**config.mk**
```make
export PLATFORM = sky130hd
export DESIGN_NAME = dac_buf_seq
export DESIGN_NICKNAME = d
export VERILOG_FILES = /design/src/rtl/dac_seq_pkg.sv /design/src/rtl/dac_seq_cfg.sv /design/src/rtl/dac_seq_tbl.sv /design/src/rtl/dac_seq_ptr.sv /design/src/rtl/dac_buf_seq.sv
export SDC_FILE = /design/constraint.sdc
export NUM_CORES = 1
export LEC_CHECK = 0
export BUFFER_PORTS_ARGS = -buffer_cell sky130_fd_sc_hd__buf_2
export CAP_MARGIN = 20
export CORE_UTILIZATION = 55
export CTS_BUF_LIST = sky130_fd_sc_hd__clkbuf_8
export CTS_CLUSTER_SIZE = 20
export DETAILED_ROUTE_END_ITERATION = 16
export PLACE_DENSITY_LB_ADDON = 0.05
export RECOVER_POWER = 50
export SLEW_MARGIN = 10
export SYNTH_ARGS = -nofsm -noshare
export SYNTH_HDL_FRONTEND = slang
export SYNTH_SLANG_ARGS = --single-unit
export TNS_END_PERCENT = 10
```
**constraint.sdc**
```tcl
create_clock -name clk_i -period 5.9 [get_ports clk_i]
set_clock_uncertainty 0.15 [all_clocks]
set_input_delay 0.885 -clock clk_i [delete_from_list [all_inputs] [get_ports clk_i]]
set_output_delay 0.885 -clock clk_i [all_outputs]
set_load 0.05 [all_outputs]
```
**src/rtl/dac_seq_pkg.sv**
```systemverilog
package dac_seq_pkg;
  typedef enum logic [1:0] {
    MODE_NORM  = 2'b00,
    MODE_SWING = 2'b01,
    MODE_SCAN  = 2'b10,
    MODE_NORMX = 2'b11
  } wmode_e;

  localparam int CTRL_EN_BIT  = 7;
  localparam int CTRL_BUF_BIT = 5;
  localparam int CTRL_TRG_BIT = 4;
endpackage

```
**src/rtl/dac_seq_cfg.sv**
```systemverilog
module dac_seq_cfg
  import dac_seq_pkg::*;
#(
  parameter int DEPTH  = 10,
  parameter int PTR_W  = 4,
  parameter int ADDR_W = 5
) (
  input  logic              clk_i,
  input  logic              rst_ni,
  input  logic              wr_en_i,
  input  logic [ADDR_W-1:0] wr_addr_i,
  input  logic [7:0]        wr_data_i,
  output wmode_e            mode_o,
  output logic [PTR_W-1:0]  lim_o,
  output logic              buf_on_o,
  output logic              step_o,
  output logic              ld_o,
  output logic [PTR_W-1:0]  ld_val_o,
  output logic              dir_rst_o,
  output logic              ent_we_o,
  output logic [ADDR_W-2:0] ent_idx_o,
  output logic              ent_hi_o
);
  localparam logic [ADDR_W-1:0] CTRL_A = ADDR_W'(2*DEPTH);
  localparam logic [ADDR_W-1:0] MODE_A = ADDR_W'(2*DEPTH+1);
  localparam logic [ADDR_W-1:0] LIM_A  = ADDR_W'(2*DEPTH+2);
  localparam logic [ADDR_W-1:0] PTR_A  = ADDR_W'(2*DEPTH+3);
  localparam logic [PTR_W-1:0]  MAX_P  = PTR_W'(DEPTH-1);

  logic ctrl_we, mode_we, lim_we, on_new;
  logic [PTR_W-1:0] raw;

  assign ctrl_we = wr_en_i && (wr_addr_i == CTRL_A);
  assign mode_we = wr_en_i && (wr_addr_i == MODE_A);
  assign lim_we  = wr_en_i && (wr_addr_i == LIM_A);
  assign ld_o    = wr_en_i && (wr_addr_i == PTR_A);
  assign on_new  = wr_data_i[CTRL_EN_BIT] & wr_data_i[CTRL_BUF_BIT];
  assign raw     = wr_data_i[PTR_W-1:0];

  // trigger sees the enable bits carried in the same byte
  assign step_o    = ctrl_we && on_new && wr_data_i[CTRL_TRG_BIT];
  assign ld_val_o  = (raw > MAX_P) ? MAX_P : raw;
  assign dir_rst_o = ld_o || mode_we;

  assign ent_we_o  = wr_en_i && (wr_addr_i < CTRL_A);
  assign ent_idx_o = wr_addr_i[ADDR_W-1:1];
  assign ent_hi_o  = wr_addr_i[0];

  always_ff @(posedge clk_i or negedge rst_ni) begin
    if (!rst_ni) begin
      mode_o   <= MODE_SWING;
      lim_o    <= MAX_P;
      buf_on_o <= 1'b0;
    end else begin
      if (ctrl_we) buf_on_o <= on_new;
      if (mode_we) mode_o   <= wmode_e'(wr_data_i[1:0]);
      if (lim_we)  lim_o    <= (raw > MAX_P) ? MAX_P : raw;
    end
  end
endmodule

```
**src/rtl/dac_seq_tbl.sv**
```systemverilog
module dac_seq_tbl #(
  parameter int DEPTH  = 10,
  parameter int CODE_W = 12,
  parameter int PTR_W  = 4,
  parameter int IDX_W  = 4,
  parameter int BASE   = 100,
  parameter int STEP   = 100
) (
  input  logic              clk_i,
  input  logic              rst_ni,
  input  logic              we_i,
  input  logic [IDX_W-1:0]  idx_i,
  input  logic              hi_i,
  input  logic [7:0]        data_i,
  input  logic [PTR_W-1:0]  ptr_i,
  output logic [CODE_W-1:0] code_o
);
  localparam int HI_W = CODE_W - 8;

  logic [CODE_W-1:0] tbl [DEPTH];

  for (genvar i = 0; i < DEPTH; i++) begin : g_ent
    logic sel;
    assign sel = we_i && (idx_i == IDX_W'(i));
    always_ff @(posedge clk_i or negedge rst_ni) begin
      if (!rst_ni) begin
        tbl[i] <= CODE_W'(BASE + STEP*i);
      end else if (sel) begin
        if (hi_i) tbl[i][CODE_W-1:8] <= data_i[HI_W-1:0];
        else      tbl[i][7:0]        <= data_i;
      end
    end
  end

  always_comb begin
    code_o = '0;
    for (int i = 0; i < DEPTH; i++)
      if (ptr_i == PTR_W'(i)) code_o = tbl[i];
  end
endmodule

```
**src/rtl/dac_seq_ptr.sv**
```systemverilog
module dac_seq_ptr
  import dac_seq_pkg::*;
#(
  parameter int PTR_W = 4
) (
  input  logic             clk_i,
  input  logic             rst_ni,
  input  logic             step_i,
  input  wmode_e           mode_i,
  input  logic [PTR_W-1:0] lim_i,
  input  logic             ld_i,
  input  logic [PTR_W-1:0] ld_val_i,
  input  logic             dir_rst_i,
  output logic [PTR_W-1:0] ptr_o,
  output logic             top_o,
  output logic             bot_o
);
  logic             up_q, up_nxt;
  logic [PTR_W-1:0] nxt;
  logic             at_top;

  assign at_top = (ptr_o >= lim_i);

  always_comb begin
    nxt    = ptr_o;
    up_nxt = up_q;
    unique case (mode_i)
      MODE_SWING: begin
        // each end is held for one step while the direction flips
        if (up_q) begin
          if (at_top) up_nxt = 1'b0;
          else        nxt    = ptr_o + 1'b1;
        end else begin
          if (ptr_o == '0) up_nxt = 1'b1;
          else             nxt    = ptr_o - 1'b1;
        end
      end
      MODE_SCAN: nxt = at_top ? ptr_o : ptr_o + 1'b1;
      default:   nxt = at_top ? '0 : ptr_o + 1'b1;
    endcase
  end

  always_ff @(posedge clk_i or negedge rst_ni) begin
    if (!rst_ni) begin
      ptr_o <= '0;
      up_q  <= 1'b1;
    end else begin
      if (ld_i)        ptr_o <= ld_val_i;
      else if (step_i) ptr_o <= nxt;
      if (dir_rst_i)   up_q  <= 1'b1;
      else if (step_i) up_q  <= up_nxt;
    end
  end

  assign top_o = (ptr_o == lim_i);
  assign bot_o = (ptr_o == '0);
endmodule

```
**src/rtl/dac_buf_seq.sv**
```systemverilog
module dac_buf_seq
  import dac_seq_pkg::*;
#(
  parameter  int DEPTH  = 10,
  parameter  int CODE_W = 12,
  parameter  int BASE   = 100,
  parameter  int STEP   = 100,
  localparam int PTR_W  = $clog2(DEPTH),
  localparam int ADDR_W = $clog2(2*DEPTH+4)
) (
  input  logic              clk_i,
  input  logic              rst_ni,
  input  logic              wr_en_i,
  input  logic [ADDR_W-1:0] wr_addr_i,
  input  logic [7:0]        wr_data_i,
  output logic [CODE_W-1:0] code_o,
  output logic [PTR_W-1:0]  ptr_o,
  output logic              top_o,
  output logic              bot_o,
  output logic              buf_on_o
);
  localparam int IDX_W = ADDR_W - 1;

  wmode_e            mode_q;
  logic [PTR_W-1:0]  lim_q, ld_val;
  logic              step, ld, dir_rst, ent_we, ent_hi;
  logic [IDX_W-1:0]  ent_idx;

  dac_seq_cfg #(.DEPTH(DEPTH), .PTR_W(PTR_W), .ADDR_W(ADDR_W)) u_cfg (
    .clk_i, .rst_ni, .wr_en_i, .wr_addr_i, .wr_data_i,
    .mode_o(mode_q), .lim_o(lim_q), .buf_on_o,
    .step_o(step), .ld_o(ld), .ld_val_o(ld_val), .dir_rst_o(dir_rst),
    .ent_we_o(ent_we), .ent_idx_o(ent_idx), .ent_hi_o(ent_hi)
  );

  dac_seq_ptr #(.PTR_W(PTR_W)) u_ptr (
    .clk_i, .rst_ni, .step_i(step), .mode_i(mode_q), .lim_i(lim_q),
    .ld_i(ld), .ld_val_i(ld_val), .dir_rst_i(dir_rst),
    .ptr_o, .top_o, .bot_o
  );

  dac_seq_tbl #(.DEPTH(DEPTH), .CODE_W(CODE_W), .PTR_W(PTR_W), .IDX_W(IDX_W),
                .BASE(BASE), .STEP(STEP)) u_tbl (
    .clk_i, .rst_ni, .we_i(ent_we), .idx_i(ent_idx), .hi_i(ent_hi),
    .data_i(wr_data_i), .ptr_i(ptr_o), .code_o
  );
endmodule

```
==> run_results.csv, run 1 <==
group,metric,value,unit
cells_and_area,final_nets,670,
cells_and_area,synthToLayoutAreaGrowth,9.27,%
cells_and_area,n_fill_cell,1008,
setup_path,rr_startpoint,"u_ptr.ptr_o[2]",
clock_tree,cts.clk_slew.worst_paths,70,ps
power_and_ir_drop,leakagePower,3.20,nW
synthesis,synthCells,625,
setup_path,cp_data_required_time,4870,ps
cells_and_area,final_cell_mix,"mux2_2 (109), dfrtp_1 (86), nand2_1 (62)",
cells_and_area,layout_commonest_cell,"mux2_2",
timing,slew_violations,53,
timing,setup_violations,0,
synthesis,syn_area,0.00676,mm2
global_routing,gr-usage-met3,0.0846,
timing,clock.fmax,223,MHz
setup_path,cp_top_family,"buffers and inverters",
synthesis,yosysWarnings,0,
run,maxCapViolCount,1,
global_routing,first_global_vias,4959,
die,fp.dieH,113,um
die,die_area,0.0127,mm2
clock_tree,ctsResizeCount,0,
min_path,hold_path.class,"reg -> reg",
power_and_ir_drop,pwr-share-clk,0.256,
synthesis,syn_area_per_cell,10.8,um2
setup_path,cp-end-kind,"output pin",
global_routing,grt_max_degree,82,
route,drc,0,
clock_tree,cts_hold_buf,0,
timing,tightestPinTransition,2830,ps
setup_path,critPathLaunchType,"flip-flop",
cells_and_area,final_cells,803,
setup_path,critPathMaxStageDelay,750,ps
synthesis,synth_ff_type,"dfrtp_1",
clock_tree,htree_levels,4,
clock_tree,root_buffer,"clkbuf_8",
clock_tree,cts.sink_count,132,
placed_design,dpl.cell_count,769,
die,core.rowCount,40,
power_and_ir_drop,powerDensity,387,mW/mm2
route,antenna_left,0,
synthesis,ys_types,51,
synthesis,synth_edf_count,0,
cells_and_area,drive_above_1_share,0.344,
clock_tree,postCtsSetupBuffers,0,
global_routing,top_usage_layer,"met2",
clock_tree,cts_made_buffers,17,
power_and_ir_drop,ir_drop,233,uV
setup_path,crit_fanout,28,
route,first_pass_iters,5,
placed_design,place.gp.congestion,0.845,
setup_path,path_buf_inv,3,
timing,rsz0062_at_grt,"no",
route,vias,5005,
setup_path,path_class,"reg -> out",
global_routing,gr-usage-all-layers,0.287,
route,drtIter0Drc,410,
power_and_ir_drop,p_sw,1.01,mW
setup_path,critPathArrivalTime,3450,ps
clock_tree,clockBufferDepth,2,
min_path,hp-start,"u_tbl.tbl[52]",
synthesis,yosysSeqAreaShare,0.497,
timing,hold_slack,338,ps
die,core_area,0.0120,mm2
clock_tree,cts_tree,"built",
die,initial_core_util,0.563,
timing,period_share,0.761,
synthesis,ys_ff_latch,132,
route,totalWireLength,16.8,mm
status,violations,"max-capacitance violations, max-slew violations",
setup_path,crit_slowest_cell,"ha_1",
placed_design,io_buffers,34,
global_routing,gr-usage-met1,0.391,
placed_design,hpwl,11.0,mm
status,status,"finished with violations",
setup_path,path_cells,"inv_1 > ha_1 > buf_4 > and3b_1 > a21oi_1 > a21oi_1 > buf_2",
global_routing,grt_util_met2,0.427,
timing,finalHoldViolCount,0,
power_and_ir_drop,p_int,1.85,mW
setup_path,cp-startpoint,"u_ptr.ptr_o[1]",
power_and_ir_drop,comb_power_share,0.312,
power_and_ir_drop,seq_power_share,0.431,
timing,fin_setup_tns,0,ps
timing,relSlewSlack,-0.886,
route,drt-vias-per-instance,6.23,
die,io_pins,35,
power_and_ir_drop,swShare,0.353,
synthesis,synth_async_sr_flop_share,1.00,
route,wl_per_cell,20.9,um
timing,layout_min_cycle_time,4490,ps
global_routing,overflow,0,
global_routing,grt_first_pass_wirelength,27.2,mm
setup_path,crit_top_cell,"a21oi_1",
clock_tree,clk_latency,450,ps
global_routing,antenna_found_initial,2,
synthesis,syn-num-nets,653,
cells_and_area,final_util,0.615,
die,die_x,113,um
routing by layer:
layer | part of all wire | up-vias
met1 | 0.45 | 2544
met2 | 0.45 | 149
met4 | 0.027 | 2
li1 | - | 2273
met5 | 0.00060 | -
met3 | 0.071 | 37
sequential cells by signal, indices dropped and copies added (netlist names):
| signal | count |
|---|---|
| u_cfg.buf_on_o | 1 |
| u_cfg.lim_o | 4 |
| u_cfg.mode_o | 2 |
| u_ptr.ptr_o | 4 |
| u_ptr.up_q | 1 |
| u_tbl.tbl | 120 |
synth_stat cells, drive strengths merged (11+ instances only):
master    n  area share
nor2     21       0.012
ha       12       0.022
buf      13      0.0096
clkbuf   31       0.017
a22oi    11       0.012
dfstp    46        0.18
mux2    110        0.18
o21ai    45       0.033
a21oi    59       0.044
nand2    62       0.034
a211oi   16       0.018
dfrtp    86        0.32
inv      30       0.017
cell type report:
| cell class | count | area (um2) | share of cell area |
|---|---|---|---|
| sequential | 132 | 3360 | 0.455 |
| tap | 147 | 184 | 0.0249 |
| clock inverter | 12 | 104 | 0.0141 |
| multi-input combinational | 419 | 3110 | 0.420 |
| timing repair buffer | 42 | 243 | 0.0329 |
| inverter | 30 | 113 | 0.0152 |
| clock buffer | 20 | 275 | 0.0373 |
| antenna | 1 | 2.50 | 0.000339 |
worst min-delay path: stages (launching register included):
cell and delay, ps:
dfstp_2 370, nand2_1 40, o21ai_0 70
kinds of logic after synthesis:
kind of cell	synth area share
AO/OA/AOI/OAI	0.149
buffers and inverters	0.0435
flip-flops	0.497
multiplexers	0.186
XOR/XNOR	0.00130
adder cells (fa/ha/maj)	0.0222
AND/OR/NAND/NOR	0.101
metrics by stage:
step | power, mW | area, um2 | setup slack [ps]
finish | 2.86 | 7390 | 1410
global route | 3.02 | 7390 | 1080
CTS | 2.87 | 7370 | 1340
detailed placement | 2.13 | 6990 | 1870
global placement | 2.10 | 6990 | 1970
floorplan | 1.89 | 6760 | 2060
worst paths after layout:
check	end	depth (start not counted)	slack [ps]
min in group asynchronous	u_cfg.lim_o[1]	1	1180
worst max-delay path	code_o[5]	7	1410
worst min register to register	u_tbl.tbl[52]	2	340
worst max register to register	u_ptr.ptr_o[0]	10	2710
worst min-delay path	u_tbl.tbl[52]	2	340
max in group asynchronous	u_tbl.tbl[66]	3	2260
power groups by stage:
stage | logic (mW) | clock network, mW | registers [mW]
2_1_floorplan | 0.661 | 0 | 1.23
3_3_place_gp | 0.868 | 0 | 1.24
3_5_place_dp | 0.884 | 0 | 1.24
4_1_cts | 0.890 | 0.753 | 1.23
5_1_grt | 0.978 | 0.785 | 1.25
6_report | 0.892 | 0.732 | 1.23
(Power assumes the default switching activity.)
==> run 2: changes to the inputs <==
==> constraint.sdc (replaced) <==
create_clock -name clk_i -period 3.75 [get_ports clk_i]
set_clock_uncertainty 0.15 [all_clocks]
set_input_delay 0.5625 -clock clk_i [delete_from_list [all_inputs] [get_ports clk_i]]
set_output_delay 0.5625 -clock clk_i [all_outputs]
set_load 0.05 [all_outputs]
==> run 2 against run 1 <==
Net effect: clock power increased by 54%; count of clock-buffer cells in the layout increased by 1; via count decreased by 1.3%; power increased by 58%; register-to-register slack got worse by 1600 ps; cell area increased by 0.75%; sequential share of layout area decreased by 0.34 points; largest cell class unchanged; the flow still finishes with violations (max-capacitance violations, max-slew violations); cell count increased by 0.50%; combinational power increased by 61%; core utilization increased by 0.46 points; largest power group unchanged; critical path type unchanged; global-route usage increased by 0.68 points.
==> run_results.csv, run 2 (synthesis gave the netlist of run 1 again) <==
group,metric,value,unit
cells_and_area,multi_input_comb_area,0.00313,mm2
die,die_x,113,um
global_routing,gr-usage-met1,0.412,
cells_and_area,largest_reg_flops,120,
global_routing,gr-usage-all-layers,0.294,
setup_path,r2r_cells,12,
cells_and_area,final_cell_mix,"mux2_2 (109), dfrtp_1 (86), nand2_1 (62)",
setup_path,crit_slowest_cell,"dfrtp_1",
route,vias,4940,
timing,relSlewSlack,-0.0118,
setup_path,critPathLaunchType,"flip-flop",
die,die_area,0.0127,mm2
die,initial_core_util,0.563,
cells_and_area,n_antenna_cell,0,
cells_and_area,regMostFlops,"u_tbl.tbl",
min_path,hold_path_end,"u_tbl.tbl[76]",
setup_path,path_class,"reg -> out",
die,core.rowCount,40,
clock_tree,htree_levels,4,
timing,finalHoldViolCount,0,
placed_design,hpwl,11.5,mm
cells_and_area,regArea,0.00336,mm2
global_routing,grt_first_pass_wirelength,27.7,mm
clock_tree,cts_hold_buf,0,
setup_path,cp_data_required_time,3040,ps
timing,period_share,0.963,
clock_tree,cts.sink_count,132,
clock_tree,clk_latency,450,ps
route,drt-vias-per-instance,6.12,
timing,fin_setup_tns,0,ps
timing,slew_violations,58,
die,core_area,0.0120,mm2
route,drtIter0Drc,400,
cells_and_area,drive_above_1_share,0.359,
power_and_ir_drop,powerDensity,605,mW/mm2
clock_tree,root_buffer,"clkbuf_8",
setup_path,r2r_setup_slack,1070,ps
setup_path,crit_fanout,48,
placed_design,place.gp.congestion,0.954,
clock_tree,cts.clk_slew.worst_paths,70,ps
global_routing,grt_max_degree,58,
clock_tree,cts_tree,"built",
min_path,hold_depth,2,
cells_and_area,top_regs,"u_tbl.tbl (120), u_cfg.lim_o (4), u_ptr.ptr_o (4)",
timing,clock.fmax,277,MHz
setup_path,critPathMaxStageDelay,490,ps
run,maxCapViolCount,1,
setup_path,critPathArrivalTime,2900,ps
power_and_ir_drop,leakagePower,3.21,nW
global_routing,gr-usage-met3,0.0803,
setup_path,rr_startpoint,"u_ptr.ptr_o[0]",
timing,rsz0062_at_grt,"no",
cells_and_area,final_nets,675,
clock_tree,cts_made_buffers,17,
timing,setup_violations,0,
global_routing,top_usage_layer,"met2",
power_and_ir_drop,ir_drop,301,uV
die,fp.dieH,113,um
cells_and_area,layout_commonest_cell,"mux2_2",
clock_tree,clockBufferDepth,2,
cells_and_area,final_cells,807,
cells_and_area,n_fill_cell,1012,
global_routing,overflow,0,
route,totalWireLength,17.1,mm
setup_path,path_cells,"inv_1 > ha_1 > buf_12 > a21oi_1 > o21ai_0 > a221oi_1 > a211oi_1 > a221o_1 > buf_2",
global_routing,antenna_found_initial,0,
cells_and_area,synthToLayoutAreaGrowth,10.1,%
status,violations,"max-capacitance violations, max-slew violations",
global_routing,first_global_vias,4841,
route,drc,0,
timing,layout_min_cycle_time,3610,ps
placed_design,dpl.cell_count,775,
timing,tightestPinTransition,1520,ps
route,antenna_left,0,
min_path,hold_path.class,"in -> reg",
min_path,hp-start,"wr_data_i[4]",
placed_design,io_buffers,34,
global_routing,grt_util_met2,0.447,
die,io_pins,35,
setup_path,r2r-end,"u_ptr.ptr_o[0]",
route,wl_per_cell,21.2,um
setup_path,cp-end-kind,"output pin",
status,status,"finished with violations",
route,first_pass_iters,5,
==> run 2: cell types whose count changed in the layout (fill, tap and decap cells not counted), sizes merged <==
cell	delta
buf	+2
bufinv	-1
clkbuf	+4
clkinv	+4
clkinvlp	+1
diode	-1
inv	-5
==> run 2: worst max-delay path by stage <==
stage	start	to	slack, ps	cells after the start
finish	u_ptr.ptr_o[0]	code_o[1]	140	9
global route	u_ptr.ptr_o[0]	code_o[2]	10	9
CTS	u_ptr.ptr_o[0]	code_o[5]	40	10
detailed placement	u_ptr.ptr_o[0]	code_o[0]	450	7
global placement	u_ptr.ptr_o[0]	code_o[4]	580	7
floorplan	u_ptr.ptr_o[0]	code_o[5]	230	9
==> run 2: worst max-delay path: cells and delay by family, from the launching register on <==
kind	cells	cell delay [ps]
AOI/OAI and AO/OA	5	1080
DFF	1	490
adders and majority gates	1	270
buffers and inverters	3	570
==> run 2: repair_timing <==
action | in CTS | in global routing
pin swaps | 0 | 0
resized for setup | 1 | 5
setup endpoints to repair | 10 | 9
buffers inserted | 0 | 0
==> run 2: layout make-up <==
class / count / area share
tap: 147 / 0.0247
clock buffer: 21 / 0.0388
clock inverter: 11 / 0.0116
timing repair buffer: 47 / 0.0383
inverter: 30 / 0.0151
multi-input combinational: 419 / 0.420
sequential: 132 / 0.452
==> run 2: stage by stage <==
| stage | area (um2) | hold WS (ps) | power, mW | setup slack, ps | util |
|---|---|---|---|---|---|
| 6_report | 7440 | 239 | 4.50 | 137 | 0.620 |
| 5_1_grt | 7440 | 228 | 4.76 | 14.7 | 0.620 |
| 4_1_cts | 7440 | 40.6 | 4.52 | 38.0 | 0.619 |
| 3_5_place_dp | 7060 | 325 | 3.38 | 451 | 0.588 |
| 3_3_place_gp | 7060 | 315 | 3.34 | 578 | 0.588 |
| 2_1_floorplan | 6760 | 117 | 2.97 | 231 | - |
==> run 2: layer usage <==
metal	up-vias	share of wire
met3	24	0.061
li1	2280	-
met4	0	0.020
met1	2481	0.46
met2	155	0.46
met5	-	0
==> run 2: where the power goes <==
part / total [mW] / internal [mW] / switching, mW
combinational: 1.44 / 0.535 / 0.906
sequential: 1.93 / 1.77 / 0.163
clock: 1.13 / 0.584 / 0.545
==> run 3: changes to the inputs <==
--- a/config.mk
+++ b/config.mk
@@ -7,7 +7,9 @@
 export LEC_CHECK = 0
 export BUFFER_PORTS_ARGS = -buffer_cell sky130_fd_sc_hd__buf_2
 export CAP_MARGIN = 20
-export CORE_UTILIZATION = 55
+export CELL_PAD_IN_SITES_DETAIL_PLACEMENT = 0
+export CELL_PAD_IN_SITES_GLOBAL_PLACEMENT = 1
+export CORE_UTILIZATION = 46
 export CTS_BUF_LIST = sky130_fd_sc_hd__clkbuf_8
 export CTS_CLUSTER_SIZE = 20
 export DETAILED_ROUTE_END_ITERATION = 16
==> run 3 against run 2 <==
Net effect: the run still ends with max-capacitance violations, max-slew violations left; sequential cell count is the same; sequential power about the same; critical path depth unchanged; global-route usage fell by 3.4 points; combinational power hardly changed; core utilization decreased by 7.8 points; clock power grew 24%; cell area grew 2.6%; setup slack gained 48 ps; count of clock-buffer cells in the layout fell by 2; largest cell class unchanged; largest power group unchanged.
==> run_results.csv, run 3 (synthesis gave the netlist of run 1 again) <==
group,metric,value,unit
status,status,"finished with violations",
status,violations,"max-capacitance violations, max-slew violations",
timing,layout_min_cycle_time,3560,ps
timing,slew_violations,36,
clock_tree,root_buffer,"clkbuf_8",
setup_path,r2r_setup_slack,1040,ps
cells_and_area,synthToLayoutAreaGrowth,12.9,%
clock_tree,cts_made_buffers,17,
cells_and_area,final_cell_mix,"mux2_2 (109), dfrtp_1 (86), nand2_1 (62)",
setup_path,critPathArrivalTime,2850,ps
die,initial_core_util,0.480,
clock_tree,cts_tree,"built",
cells_and_area,n_fill_cell,1249,
run,maxCapViolCount,1,
global_routing,grt_first_pass_wirelength,28.4,mm
clock_tree,clk_latency,440,ps
global_routing,overflow,0,
power_and_ir_drop,seq_power_share,0.403,
power_and_ir_drop,pwr-share-clk,0.292,
placed_design,place.gp.congestion,0.852,
power_and_ir_drop,powerDensity,630,mW/mm2
setup_path,cp_data_required_time,3040,ps
die,die_area,0.0152,mm2
route,vias,5027,
route,first_pass_iters,5,
power_and_ir_drop,p_int,3.15,mW
clock_tree,cts.sink_count,132,
power_and_ir_drop,swShare,0.344,
power_and_ir_drop,leakagePower,3.28,nW
setup_path,r2r_cells,11,
power_and_ir_drop,comb_power_share,0.305,
cells_and_area,finish.instance_area,0.00763,mm2
route,drt-vias-per-instance,5.95,
global_routing,antenna_found_initial,0,
cells_and_area,top_regs,"u_tbl.tbl (120), u_cfg.lim_o (4), u_ptr.ptr_o (4)",
clock_tree,postCtsSetupBuffers,0,
setup_path,cp-startpoint,"u_ptr.ptr_o[1]",
cells_and_area,layout_commonest_cell,"mux2_2",
cells_and_area,regMostFlops,"u_tbl.tbl",
power_and_ir_drop,p_sw,1.66,mW
global_routing,first_global_vias,4841,
setup_path,endpoint,"code_o[2]",
placed_design,hpwl,11.7,mm
die,die_x,123,um
cells_and_area,drive_above_1_share,0.367,
timing,setup_violations,0,
setup_path,crit_fanout,52,
die,io_pins,35,
timing,finalHoldViolCount,0,
placed_design,placed_area,0.00716,mm2
route,drc,0,
timing,period_share,0.951,
setup_path,rr_startpoint,"u_ptr.ptr_o[2]",
timing,rsz0062_at_grt,"no",
setup_path,path_class,"reg -> out",
route,totalWireLength,18.4,mm
min_path,hold_path.class,"in -> reg",
setup_path,critPathLaunchType,"flip-flop",
route,antenna_left,0,
min_path,hold_depth,2,
setup_path,cp-end-kind,"output pin",
cells_and_area,largest_reg_flops,120,
timing,clock.fmax,281,MHz
timing,relSlewSlack,-0.446,
global_routing,grt_max_degree,63,
global_routing,gr-usage-all-layers,0.259,
clock_tree,clockBufferDepth,2,
cells_and_area,final_nets,680,
placed_design,dpl.cell_count,812,
clock_tree,cts.clk_slew.worst_paths,70,ps
placed_design,io_buffers,34,
cells_and_area,final_cells,845,
cells_and_area,n_antenna_cell,0,
route,wl_per_cell,21.8,um
setup_path,r2r-end,"u_ptr.ptr_o[0]",
timing,fin_setup_tns,0,ps
timing,tightestPinTransition,2170,ps
die,core_area,0.0141,mm2
power_and_ir_drop,ir_drop,410,uV
route,drtIter0Drc,344,
die,fp.dieH,123,um
die,core.rowCount,43,
clock_tree,htree_levels,4,
-- run 3: worst min path at each step --
stage	endpoint	slack (ps)	startpoint
final	u_tbl.tbl[28]	230	wr_data_i[4]
after global routing	u_tbl.tbl[28]	210	wr_data_i[4]
after CTS	u_tbl.tbl[28]	200	wr_data_i[4]
after detailed placement	u_tbl.tbl[88]	330	u_tbl.tbl[88]
after global placement	u_tbl.tbl[100]	310	u_tbl.tbl[100]
after floorplan	u_cfg.buf_on_o	120	rst_ni
-- run 3: power by group through the flow --
| stage | Clock (mW) | Combinational [mW] | Sequential, mW |
|---|---|---|---|
| 2_1_floorplan | 0 | 1.04 | 1.93 |
| 3_3_place_gp | 0 | 1.44 | 1.95 |
| 3_5_place_dp | 0 | 1.46 | 1.96 |
| 4_1_cts | 1.43 | 1.47 | 1.93 |
| 5_1_grt | 1.49 | 1.60 | 1.97 |
| 6_report | 1.40 | 1.47 | 1.94 |
-- run 3: final cells by class --
class                      count  area (um2)  share of cell area
timing repair buffer          52         357              0.0467
tap                          180         225              0.0295
clock inverter                13         204              0.0267
multi-input combinational    419        3110               0.408
inverter                      30         113              0.0148
sequential                   132        3360               0.440
clock buffer                  19         262              0.0343
-- run 3: repair_timing --
| action | 4_1_cts | 5_1_grt |
|---|---|---|
| hold buffers | 1 | 0 |
| hold endpoints to repair | 21 | 0 |
| setup endpoints to repair | 0 | 4 |
| gates resized for setup | 0 | 4 |
-- run 3: worst max-delay path: stages (launching register included) --
cell and delay (ps):
dfrtp_1 490, inv_1 150, ha_1 240, buf_12 180, a21oi_1 150, o21ai_0 100
a221oi_1 430, a211oi_1 120, a221o_1 280, buf_2 210
-- run 3: metal layers --
| layer | vias to the layer above | GRT usage | routed length [um] |
|---|---|---|---|
| met5 | - | 0 | 0 |
| met4 | 0 | 0.0700 | 219 |
| met3 | 19 | 0.0558 | 1060 |
| met2 | 159 | 0.408 | 8590 |
| met1 | 2556 | 0.362 | 8540 |
| li1 | 2293 | - | - |
-- run 3: stage by stage --
| stage | setup WS [ps] | util | total power, mW | hold slack (ps) |
|---|---|---|---|---|
| after floorplan | 231 | - | 2.97 | 117 |
| after global placement | 716 | 0.508 | 3.39 | 315 |
| after detailed placement | 612 | 0.508 | 3.42 | 329 |
| after CTS | 122 | 0.542 | 4.83 | 204 |
| after global routing | 22.8 | 0.542 | 5.06 | 211 |
| final | 186 | 0.542 | 4.81 | 227 |
